`src/rtl/scan_sequencer.sv`:
```
module scan_sequencer #(
  parameter int SETTLE = 3
) (
  input  logic       clk,
  input  logic       rst,
  input  logic [1:0] mode,
  input  logic       diff,
  input  logic       scan,
  input  logic [1:0] addr,
  input  logic       ctl_wr,
  input  logic [1:0] ctl_sel,
  input  logic       conv_done,
  output logic [3:0] chan,
  output logic [2:0] tag,
  output logic [1:0] reg_idx,
  output logic       filt_rst,
  output logic       int_n
);
  localparam int CW = $clog2(SETTLE + 1);

  logic [2:0]    slot;
  logic [CW-1:0] cnt;
  logic [5:0]    cfg_q;

  wire       illegal = (mode == 2'b11);
  wire       cal     = (mode == 2'b01) || (mode == 2'b10);
  wire [2:0] base    = diff ? 3'd3 : 3'd5;
  wire [2:0] len     = base + (cal ? 3'd2 : 3'd0);
  wire [5:0] cfg     = {mode, diff, scan, addr};
  wire       cfg_chg = (cfg != cfg_q);
  wire       restart = cfg_chg || (ctl_wr && !illegal && ctl_sel == reg_idx);
  wire [1:0] addr_reg = (addr == 2'd3) ? 2'd3 : addr + 2'd1;

  always_comb begin
    chan = 4'd15;
    tag = 3'd0;
    reg_idx = 2'd0;
    if (!illegal) begin
      if (scan) begin
        tag = slot;
        if (slot < base) begin
          if (diff) begin
            chan = {2'b00, slot[1:0]};
            reg_idx = slot[1:0] + 2'd1;
          end else begin
            chan = 4'd3 + {1'b0, slot};
            reg_idx = (slot < 3'd2) ? 2'd1 : (slot < 3'd4) ? 2'd2 : 2'd3;
          end
        end else if (cal && slot == base) begin
          chan = 4'd8;
          reg_idx = 2'd3;
        end else if (cal && slot == base + 3'd1) begin
          chan = 4'd9;
          tag = base;
          reg_idx = 2'd3;
        end else begin
          tag = 3'd0;
        end
      end else if (mode == 2'b00) begin
        if (diff) begin
          chan = (addr == 2'd3) ? 4'd2 : {2'b00, addr};
          reg_idx = addr_reg;
        end else begin
          chan = 4'd3 + {2'b00, addr};
          reg_idx = addr[1] ? 2'd2 : 2'd1;
        end
      end else begin
        chan = mode[0] ? 4'd8 : 4'd9;
        reg_idx = addr_reg;
      end
    end
  end

  always_ff @(posedge clk) begin
    if (rst) begin
      slot <= 3'd0;
      cnt <= '0;
      int_n <= 1'b1;
      filt_rst <= 1'b0;
      cfg_q <= cfg;
    end else begin
      cfg_q <= cfg;
      filt_rst <= restart;
      if (restart) begin
        int_n <= 1'b1;
        cnt <= '0;
        if (cfg_chg) slot <= 3'd0;
      end else if (illegal) begin
        int_n <= 1'b1;
        cnt <= '0;
        slot <= 3'd0;
      end else if (conv_done) begin
        if (int_n) begin
          if (cnt == CW'(SETTLE - 1)) int_n <= 1'b0;
          else cnt <= cnt + 1'b1;
        end else if (scan) begin
          slot <= (slot >= len - 3'd1) ? 3'd0 : slot + 3'd1;
        end
      end
    end
  end

  assert_rst_hides_data_R7: assert property (@(posedge clk) disable iff (rst)
    filt_rst |-> int_n);
  assert_illegal_idle_R9: assert property (@(posedge clk) disable iff (rst)
    (mode == 2'b11) |=> int_n);
  assert_ready_on_strobe_R6: assert property (@(posedge clk) disable iff (rst)
    $fell(int_n) |-> $past(conv_done));
  assert_scan_has_reg_R2: assert property (@(posedge clk) disable iff (rst)
    (scan && mode != 2'b11) |-> reg_idx != 2'd0);
  assert_cal_reg3_R4: assert property (@(posedge clk) disable iff (rst)
    (scan && chan >= 4'd8 && chan <= 4'd9) |-> reg_idx == 2'd3);
endmodule

```
`config.mk`:
```
export PLATFORM = sky130hd
export DESIGN_NAME = scan_sequencer
export DESIGN_NICKNAME = d
export VERILOG_FILES = /design/src/rtl/scan_sequencer.sv
export SDC_FILE = /design/constraint.sdc
export NUM_CORES = 1
export LEC_CHECK = 0
export ABC_AREA = 1
export ABC_CLOCK_PERIOD_IN_PS = 2500
export BUFFER_PORTS_ARGS = -buffer_cell sky130_fd_sc_hd__buf_2
export CAP_MARGIN = 30
export CORE_MARGIN = 8
export CORE_UTILIZATION = 57
export CTS_BUF_LIST = sky130_fd_sc_hd__clkbuf_8
export CTS_CLUSTER_DIAMETER = 80
export CTS_CLUSTER_SIZE = 30
export DETAILED_ROUTE_END_ITERATION = 6
export GPL_TIMING_DRIVEN = 0
export PLACE_DENSITY_LB_ADDON = 0.15
export SLEW_MARGIN = 20
export SYNTH_ARGS = -nofsm -noshare
export SYNTH_HDL_FRONTEND = slang
export SYNTH_SLANG_ARGS = --single-unit
```
`constraint.sdc`:
```
create_clock -name clk -period 2.5 [get_ports clk]
set_input_delay 0 -clock clk [delete_from_list [all_inputs] [get_ports clk]]
set_output_delay 0 -clock clk [all_outputs]
set_load 0.1 [all_outputs]
```
==> results.cfg <==
[yosys]
synth_cell_types = 29
largest_family_of_logic_cells_by_synthesized_area = simple AND/OR/NAND/NOR gates
synth-simple-area-share = 0.379
synth_warnings = 0
ys_seq_area_frac = 0.217
synth_area_per_cell_sq_um = 6.78
synthesized_area_fraction_occupied_by_ao_oa_aoi_and_oai_cells = 0.122
post_synth_inst_count = 177
syn-cell-area_sq_mm = 0.00120
post_synthesis_share_of_cell_area_spent_on_full_adders_half_adders_and_majority_gates = 0.136
syn-num-nets = 202
xor_xnor_fraction_of_synth_area = 0.0292
synth_mux_area_frac = 0
ys_ff_latch = 13

[grt]
globalRouteOverflowTotal = 0
grt_first_pass_wirelength_um = 4910
grt_antenna_before_repair = 0
total_routing_usage_reported_by_global_routing = 0.167
via_count_of_the_first_global_routing_pass = 1178
grt_max_degree = 11

[sta]
timing.final.setup_violations = 0
layout_min_cycle_time_ps = 2310
holdWs_ps = 109
worst_pin_slew_ps = 490
max-slew-margin-rel = 0.676
final_max_slew_viol_count = 0
clock_skew_ps = 6.20
min_period_over_period = 0.924
rsz0062_at_grt = no
count_of_endpoints_failing_hold_in_the_final_timing_report = 0
timing.setup.tns_ps = 0
max_freq_ghz = 0.433

[drt]
detailedRoute.firstPassIterationCount = 4
first_iter_violations = 66
drcViolationCount = 0
drt-vias-per-instance = 5.10
routed_wl_um = 2850
detail_route.wl_per_cell_um = 12.0
antenna_violating_nets_post_route = 0
vias = 1214

[final_layout]
layout-area-overhead-vs-synth_pct = 26.1
final_core_utilization = 0.763
layout.nets = 237
share_of_layout_cells_above_drive_strength_1 = 0.237
register_area_sq_um = 260
n_fill_cell = 166
antenna_cells_inserted = 0
multi_input_area_sq_um = 835

[power]
internal_portion_of_total_power_uw = 389
seq_power_share = 0.344
pwr-share-comb = 0.367
power.switching_fraction = 0.389
share_clk_of_total_power = 0.289
worst_ir_drop_vdd_mv = 0.471
total_switching_power_uw = 248
power_density_mw_per_mm2 = 422
leakage_uw = 0.000805

[clock_network]
path_clk_slew_ps = 50
cts_buffers = 3
clk-insertion-delay-late_ps = 240
cts_max_path_buffers = 2
htreeDepth = 1
cts_root_buffer = clkbuf_8
cts_tree = yes
clkSinkCount = 13

[critical_path]
cp-startpoint = diff
wp_data_required_ps = 2680
reg2regPathDepth = 16
critical-path-slowest-cell = dlygate4sd3_1
worst_r2r_endpoint = cnt[0]$_SDFFE_PP0P_
endpoint = cnt[0]$_SDFFE_PP0P_
timing_worst_setup_path_type = in -> reg
critical_path_cell_by_cell = dlygate4sd3_1 -> buf_2 -> buf_6 -> inv_4 -> buf_6 -> ha_4 -> nand3_2 -> nand3_4 -> nand3_2 -> nand2_1 -> nand2_1 -> nand2_2 -> nand2_1 -> nand2_1 -> nor2_2 -> nand2_2 -> nand2_1 -> inv_1 -> nand3_1 -> nor2_1
worst-path-stages = 20
critical_path.max_stage_delay_ps = 520
worst-endpoint-arrival_ps = 2490
worstPathMaxFanout = 10
timing.rr.start = slot[2]$_SDFFE_PP0P_
end_kind = flip-flop
crit_path_start_kind = input port
path_buf_inv = 6
cpLargestDelayFamily = simple AND/OR/NAND/NOR gates
reg2reg_setup_slack_ps = 280
crit_top_cell = nand2_1

[floorplanning]
num_io_pins = 23
rows = 16
die_h_um = 61.9
die_area_sq_mm = 0.00383
die_width_um = 61.9
placeableCoreArea_sq_mm = 0.00198
effective_utilization_at_floorplan = 0.605

[hold_path]
hold_path.class = in -> reg
cell_depth_of_the_worst_hold_path = 4

[placed_design]
place.detailed.hpwl_um = 2310
place.port_buffers = 22
routabilityCongestion = 0.857

[status]
run_status = finished clean

[flow_run]
timing.max_cap.violations = 0
==> power groups by stage <==
stage	registers, uW	clock network (uW)	logic [uW]
after detailed placement	224	0	221
after floorplan	230	0	171
after CTS	219	190	230
after global routing	220	200	256
after global placement	223	0	217
final	219	184	234
==> synth_stat cells <==
cell,count,area share
buf_6,2,0.019
or2_2,2,0.010
inv_4,1,0.0052
a21oi_1,5,0.021
o21ai_1,1,0.0042
xor2_1,4,0.029
clkbuf_1,1,0.0031
nor2_2,1,0.0052
nor4_4,1,0.018
nor3_1,3,0.013
o211ai_1,2,0.013
inv_1,27,0.084
nand2_2,3,0.016
dfxtp_1,13,0.22
o31ai_1,1,0.0063
buf_4,1,0.0063
nand4_1,4,0.021
nor2_4,1,0.0094
a21oi_2,1,0.0073
nor2b_4,1,0.011
ha_1,13,0.14
a211oi_1,2,0.013
o2111ai_1,3,0.022
nand3_1,11,0.046
o311ai_0,1,0.0073
nand3_2,5,0.042
nor2_1,19,0.059
nand2_1,41,0.13
o21ai_0,7,0.029
==> area by class of cell <==
class	instances	share of cell area
Multi-Input combinational cell	132	0.552
Sequential cell	13	0.172
Timing Repair Buffer	30	0.131
Inverter	28	0.0711
Clock buffer	3	0.0273
Buffer	4	0.0223
Tap cell	27	0.0223
Clock inverter	1	0.00248
==> state kept, by name, indices dropped and copies added, names as in the netlist <==
signal and count:
slot 3, filt_rst 1, cnt 2, int_n 1, cfg_q 6
==> worst min path at each step <==
stage	slack, ps	to	from
finish	110	int_n$_SDFFE_PP1P_	conv_done
floorplan	30	cfg_q[0]$_DFF_P_	addr[0]
global route	150	int_n$_SDFFE_PP1P_	conv_done
detailed placement	140	cfg_q[5]$_DFF_P_	mode[1]
global placement	140	cfg_q[5]$_DFF_P_	mode[1]
CTS	110	int_n$_SDFFE_PP1P_	conv_done
==> placed cells by master, fill, tap and decap left out, drive strengths merged, types with 3 or more instances in the layout <==
cell,instances
a21oi,6
ha,13
dfxtp,13
buf,23
o2111ai,3
nand3,16
o21ai,8
dlygate4sd3,7
xor2,4
clkbuf,7
nor2,21
nand2,44
nand4,4
nor3,3
inv,29
==> kinds of logic (layout without fill, tap and decap cells) <==
kind of cell	Yosys count	count (layout)
XOR/XNOR	4	4
adder cells (fa/ha/maj)	13	13
buffers and inverters	32	66
AO/OA/AOI/OAI	23	23
flip-flops	13	13
AND/OR/NAND/NOR	92	92
==> repair_timing <==
item                                   in CTS  in global routing
resized for setup                           0                  8
buffers inserted                            0                  1
setup endpoints to repair                   0                 11
endpoints found under the hold margin       7                  0
hold buffers                                7                  0
==> layer usage <==
layer	part of all wire	vias up	GRT usage
met3	0.055	3	0.0350
met2	0.48	26	0.290
met1	0.45	538	0.198
met5	0	-	0
met4	0.011	0	0.0519
li1	-	647	-
==> stage by stage <==
step,setup WS [ps],instance area (sq um),total power [uW],std cells
finish,190,1510,638,238
global route,21.2,1510,677,238
CTS,39.6,1470,640,237
detailed placement,353,1360,445,226
global placement,411,1360,440,226
floorplan,-165,1210,401,177
==> worst reg2reg max path, delay by kind of cell (launching register included) <==
family,cells,cell delay [ps]
simple gates,14,1240
fa+ha+maj,1,330
buf+inv,1,110
flops,1,490
Power figures use the tool's default switching activity.
